[config.mk]
export PLATFORM = sky130hd
export DESIGN_NAME = crc_par_update
export DESIGN_NICKNAME = d
export VERILOG_FILES = /design/src/rtl/crc_par_pkg.sv /design/src/rtl/crc_contrib_matrix.sv /design/src/rtl/crc_xor_net.sv /design/src/rtl/crc_par_update.sv
export SDC_FILE = /design/constraint.sdc
export NUM_CORES = 1
export LEC_CHECK = 0
export CORE_AREA = 2 2 75 77
export DETAILED_ROUTE_END_ITERATION = 10
export DIE_AREA = 0 0 77 79
export PLACE_DENSITY = 0.44
export REMOVE_ABC_BUFFERS = 1
export SYNTH_ARGS = -nofsm -noshare
export SYNTH_HDL_FRONTEND = slang
export SYNTH_HIERARCHICAL = 1
export SYNTH_SLANG_ARGS = --single-unit
[constraint.sdc]
create_clock -name clk -period 3.6 [get_ports clk]
set_input_delay 0.36 -clock clk [delete_from_list [all_inputs] [get_ports clk]]
set_output_delay 0.36 -clock clk [all_outputs]
set_load 0.01 [all_outputs]
[src/rtl/crc_par_pkg.sv]
package crc_par_pkg;

    typedef enum logic [1:0] {
        CMD_HOLD  = 2'd0,
        CMD_FOLD  = 2'd1,
        CMD_CLEAR = 2'd2
    } crc_cmd_e;

    function automatic crc_cmd_e decode_cmd(input logic clr_i, input logic valid_i);
        crc_cmd_e c;
        if (clr_i)        c = CMD_CLEAR;
        else if (valid_i) c = CMD_FOLD;
        else              c = CMD_HOLD;
        return c;
    endfunction

endpackage

[src/rtl/crc_contrib_matrix.sv]
module crc_contrib_matrix #(
    parameter int unsigned         N     = 8,
    parameter int unsigned         CRC_W = 5,
    parameter logic [CRC_W-1:0]    POLY  = 5'h05
) (
    output logic [N*CRC_W-1:0]     data_resp,
    output logic [CRC_W*CRC_W-1:0] state_resp
);

    function automatic logic [CRC_W-1:0] one_step(input logic [CRC_W-1:0] st, input logic b);
        logic fb;
        logic [CRC_W-1:0] nx;
        fb = st[CRC_W-1] ^ b;
        nx = {st[CRC_W-2:0], 1'b0};
        if (fb) nx = nx ^ POLY;
        return nx;
    endfunction

    // response of N serial steps to a lone chunk bit j (state starts at zero)
    function automatic logic [CRC_W-1:0] data_row(input int j);
        logic [CRC_W-1:0] st;
        st = '0;
        for (int k = 0; k < int'(N); k++) begin
            st = one_step(st, (k == int'(N) - 1 - j));
        end
        return st;
    endfunction

    // response of N serial steps to a lone register bit i (data all zero)
    function automatic logic [CRC_W-1:0] state_row(input int i);
        logic [CRC_W-1:0] st;
        st = '0;
        st[i] = 1'b1;
        for (int k = 0; k < int'(N); k++) begin
            st = one_step(st, 1'b0);
        end
        return st;
    endfunction

    for (genvar j = 0; j < int'(N); j++) begin : g_data_row
        localparam logic [CRC_W-1:0] ROW = data_row(j);
        assign data_resp[j*CRC_W +: CRC_W] = ROW;
    end

    for (genvar i = 0; i < int'(CRC_W); i++) begin : g_state_row
        localparam logic [CRC_W-1:0] ROW = state_row(i);
        assign state_resp[i*CRC_W +: CRC_W] = ROW;
    end

endmodule

[src/rtl/crc_xor_net.sv]
module crc_xor_net #(
    parameter int unsigned N     = 8,
    parameter int unsigned CRC_W = 5
) (
    input  logic [N-1:0]           chunk,
    input  logic [CRC_W-1:0]       state,
    input  logic [N*CRC_W-1:0]     data_resp,
    input  logic [CRC_W*CRC_W-1:0] state_resp,
    output logic [CRC_W-1:0]       next_state
);

    always_comb begin
        next_state = '0;
        for (int j = 0; j < int'(N); j++) begin
            if (chunk[j]) next_state = next_state ^ data_resp[j*CRC_W +: CRC_W];
        end
        for (int i = 0; i < int'(CRC_W); i++) begin
            if (state[i]) next_state = next_state ^ state_resp[i*CRC_W +: CRC_W];
        end
    end

endmodule

[src/rtl/crc_par_update.sv]
module crc_par_update
    import crc_par_pkg::*;
#(
    parameter int unsigned      N     = 8,
    parameter int unsigned      CRC_W = 5,
    parameter logic [CRC_W-1:0] POLY  = 5'h05
) (
    input  logic             clk,
    input  logic             clr,
    input  logic             data_valid,
    input  logic [N-1:0]     data_in,
    output logic [CRC_W-1:0] crc_out
);

    localparam int unsigned DATA_RESP_W  = N * CRC_W;
    localparam int unsigned STATE_RESP_W = CRC_W * CRC_W;

    typedef struct packed {
        logic [CRC_W-1:0] crc;
    } crc_state_t;

    crc_state_t s_d, s_q;
    crc_cmd_e   cmd;

    logic [DATA_RESP_W-1:0]  data_resp;
    logic [STATE_RESP_W-1:0] state_resp;
    logic [CRC_W-1:0]        fold_val;

    crc_contrib_matrix #(.N(N), .CRC_W(CRC_W), .POLY(POLY)) u_matrix (
        .data_resp  (data_resp),
        .state_resp (state_resp)
    );

    crc_xor_net #(.N(N), .CRC_W(CRC_W)) u_xor (
        .chunk      (data_in),
        .state      (s_q.crc),
        .data_resp  (data_resp),
        .state_resp (state_resp),
        .next_state (fold_val)
    );

    always_comb begin
        cmd = decode_cmd(clr, data_valid);
        s_d = s_q;
        unique case (cmd)
            CMD_CLEAR: s_d.crc = '0;
            CMD_FOLD:  s_d.crc = fold_val;
            default:   s_d     = s_q;
        endcase
    end

    always_ff @(posedge clk) begin
        s_q <= s_d;
    end

    assign crc_out = s_q.crc;

endmodule

Word-level counts from Yosys, hierarchy flattened
Index checks and enable logic that the tools add are counted.

Output and inout bits: 5. Logic and storage cells: 32. Flip-flop bits (word level): 5.

Equal/unequal tests: 2. Multiplexer cells: 16. Reductions and logical operators: 1. Bitwise operators: 12.

Operators with widths (count): $mux 5 (5); $not 3->3 (8); $mux 4 (5); $pmux 5 s2 (1); $mux 3 (3); $not 2->2 (4); $eq 2x1->1 const B (1); $eq 2x2->1 const B (1); $mux 2 (1); $reduce_bool 2->1 (1); $mux 1 (1).

Depth between registers and ports, before layout
Depth after elaboration: 26. Gate-level depth with buffers: 6.

Modules after synthesis
The synthesis kept the hierarchy.

By module, submodules not included: crc_xor_net (area each 844.6 um^2, instances 1, seq. area each 0.0 um^2, cells an instance 110); crc_contrib_matrix (area each 495.5 um^2, instances 1, seq. area each 0.0 um^2, cells an instance 67); crc_par_update (area each 200.2 um^2, instances 1, seq. area each 150.1 um^2, cells an instance 11).

Worst setup path after synthesis
OpenSTA, ideal clock, no wires.

Kind: register -> register. Start point: register s_q, in the netlist crc_out[4]. End point: register s_q, in the netlist crc_out[3], data pin. Path buffers: 0. Arrival: 1.525 ns. Path slack: 1.820 ns. Library setup time: 0.255 ns. Cell stages (with the launch flop): 6. Cell sequence: edfxtp_1 -> nand2_1 -> xnor3_1 -> xnor3_1 -> xnor2_1 -> and3b_1.

Longest elaborated chain between the ends: 2.

RTL lines: from (decl) (line crc_par_update.sv:22) `crc_state_t s_d, s_q;`; from (signal assigned) (line crc_par_update.sv:53) `s_q <= s_d;`; $mux 4 (line crc_xor_net.sv:18) `if (state[i]) next_state = next_state ^ state_resp[i*CRC_W +: CRC_W];`; net fold_val[3] (line crc_par_update.sv:27) `logic [CRC_W-1:0] fold_val;`; $pmux 5 s2 (line crc_par_update.sv:45) `unique case (cmd)`.

The timed path passes the listed nets, and every way through them passes these cells. A chain may end at the register's enable or synchronous reset.

Worst setup path after layout
Start point: input data_in[5]. End point: register s_q, in the netlist crc_out[4], data pin.

Longest elaborated chain between the ends: 6.

RTL lines: from (decl) (line crc_par_update.sv:11) `input logic [N-1:0] data_in,`; $mux 5 (*) (line crc_xor_net.sv:15) `if (chunk[j]) next_state = next_state ^ data_resp[j*CRC_W +: CRC_W];`; $not 3->3 (no line); $mux 5 (*) (line crc_xor_net.sv:18); $not 2->2 (no line); $mux 5 (*) (line crc_xor_net.sv:18); net fold_val[4] (line crc_par_update.sv:27); $pmux 5 s2 (*) (line crc_par_update.sv:45).

Mark *: on every way through the listed nets, which the timed path passes. The rest lies on a longest branch.

==> run_results.csv <==
group,metric,value,unit
run_status,status,"finished, final reports clean",
power_and_ir_drop,seq_power_share,0.191,
grt,grt_overflow,0,
critical_path,crit_buf_inv,1,
drt,vias,835,
critical_path,crit_fanout,5,
clock_tree,cts_sinks,5,
flow_run,maxCapViolCount,0,
die,coreArea,5338,sq um
timing,finalCritPeriodShare,0.5901,
placement,gp_congestion,0.6372,
layout,drive_above_1_share,0.01463,
power_and_ir_drop,powerDensity,394.2,nW/um^2
layout,final_nets,217,
critical_path,path_cells,"clkdlybuf4s50_1 -> nand2_1 -> xnor3_1 -> xnor3_1 -> xnor2_1 -> and3b_1",
clock_tree,clkTransAtPathRegs,0.04,ns
die,die_w,77,um
synth,synthesis.instances,188,
power_and_ir_drop,ir_drop,0.2368,mV
layout,antenna_cells,0,
clock_tree,cts_buffer_depth,2,
power_and_ir_drop,switching_share,0.3271,
grt,grt.total_usage,0.08175,
synth,ys_ff_latch,5,
die,start_util,0.2886,
critical_path,required,3.58,ns
layout,finalNonFillerCells,277,
drt,drtIter0Drc,9,
timing,clock_skew,0.004769,ns
critical_path,cpPeakStageDelay,0.57,ns
drt,drtPass1Iterations,4,
synth,synth_cell_types,8,
timing,tns,0,ns
critical_path,cp_common_cell,"xnor3_1",
critical_path,worstSetupEndpointType,"flip-flop",
drt,drc,0,
grt,grt_pass1_wl,3677,um
critical_path,start_kind,"input pin",
die,dieArea,6083,sq um
die,die_h,79,um
power_and_ir_drop,p_sw,0.0002029,W
power_and_ir_drop,p_leak,0.8539,nW
power_and_ir_drop,power.share.clock,0.170,
synth,yosysSeqAreaShare,0.09748,
clock_tree,cts_tree,"yes",
critical_path,crit_arrival,2.10,ns
timing,rsz0062_at_grt,"no",
hold_path,hp-class,"input pin to flip-flop",
drt,wl,2157,um
drt,viasPerCell,3.014,
die,rows,27,
grt,antenna_found_initial,0,
timing,setup_viol,0,
critical_path,crit_type,"input pin to flip-flop",
synth,syn_area_per_cell,8.193,sq um
critical_path,critPathTopFamily,"XOR/XNOR gates",
timing,fmax,470.7,MHz
clock_tree,cts_buffers,3,
critical_path,slowest_stage,"clkdlybuf4s50_1",
die,io-pin-count,16,
clock_tree,cts_hold_buf,0,
power_and_ir_drop,power_frac_comb,0.639,
layout,area_growth,2.193,%
placement,io_buffer_count,15,
clock_tree,htree_levels,1,
synth,synth_warnings,6,
clock_tree,cts_root_buf,"clkbuf_8",
timing,min_period,2.124,ns
placement,placedCellCount,273,
timing,maxSlewViolCount,0,
clock_tree,cts_setup_buffers,0,
layout,nFillCells,620,
drt,ant_nets,0,
drt,routedWlPerCell,7.787,um
clock_tree,ctsResizeCount,0,
grt,grt_pass1_vias,792,
power_and_ir_drop,intPower,0.0004175,W
grt,grt_max_degree,7,
layout,largest_reg_flops,5,
synth,synth.cell_area,1540,sq um
clock_tree,worstSkewPairLatency,0.23,ns
timing,hold_viol,0,
area by class of cell:
class | instances | area [sq um] | area share
multi-input cells | 181 | 1139 | 0.7234
flip-flops and latches | 5 | 150.1 | 0.09539
repair buffers | 15 | 150.1 | 0.09539
well taps | 72 | 90.09 | 0.05723
clock buffers | 4 | 45.04 | 0.02862
cells in the mapped netlist (all sizes together):
master | number | area, sq um
and3b | 5 | 43.79
buf | 65 | 488.0
conb | 2 | 7.510
edfxtp | 5 | 150.1
nand2 | 65 | 244.0
or2 | 1 | 6.260
xnor2 | 30 | 262.8
xnor3 | 15 | 337.8
cells in the final DEF (no fill, tap or decap):
cell type        netlist  routed
and3b_1                5       5
nand2_1               65      65
clkbuf_8               0       3
xnor3_1               15      15
xnor2_1               30      30
edfxtp_1               5       5
conb_1                 2      65
or2_1                  1       1
clkdlybuf4s50_1        0      15
clkbuf_1               0       1
power groups by stage:
stage	sequential, W	combinational (W)	clock [W]
floorplan	0.000114	0.000303	0
global placement	0.000123	0.000397	0
detailed placement	0.000123	0.000399	0
CTS	0.000123	0.000401	0.000108
global route	0.000125	0.000430	0.000110
finish	0.000118	0.000396	0.000106
per-stage QoR:
step	utilization	instance area (sq um)	power (W)	setup slack [ns]	hold slack, ns
final	0.2949	1574	0.0006204	1.476	0.9324
after global routing	0.2949	1574	0.0006648	1.405	0.9921
after CTS	0.2949	1574	0.0006317	1.444	0.9376
after detailed placement	0.2865	1529	0.0005223	1.208	1.173
after global placement	0.2865	1529	0.0005195	1.206	1.185
after floorplan	-	1289	0.0004175	1.820	0.5928
routing by layer:
layer | wire (um) | GRT usage | up-vias
met5 | 0 | 0 | -
met4 | 40 | 0.02679 | 0
met3 | 46 | 0.01818 | 4
met2 | 1063 | 0.1500 | 8
met1 | 1006 | 0.09437 | 332
li1 | - | - | 491
final timing paths:
| kind | startpoint | end | slack (ns) | depth (start not counted) |
|---|---|---|---|---|
| max | data_in[5] | crc_out[4]$_SDFFCE_PP0P_ | 1.48 | 6 |
| min | clr | crc_out[1]$_SDFFCE_PP0P_ | 0.93 | 2 |
| max reg2reg | crc_out[4]$_SDFFCE_PP0P_ | crc_out[3]$_SDFFCE_PP0P_ | 1.68 | 5 |
| min reg2reg | crc_out[3]$_SDFFCE_PP0P_ | crc_out[0]$_SDFFCE_PP0P_ | 1.24 | 5 |
kinds of logic after synthesis:
kind of cell | share of synthesized area
DFF | 0.09748
and+or+nand+nor | 0.1909
other | 0.004876
buffers and inverters | 0.3168
xor gates and xnor gates | 0.3899
(Power assumes the default switching activity.)
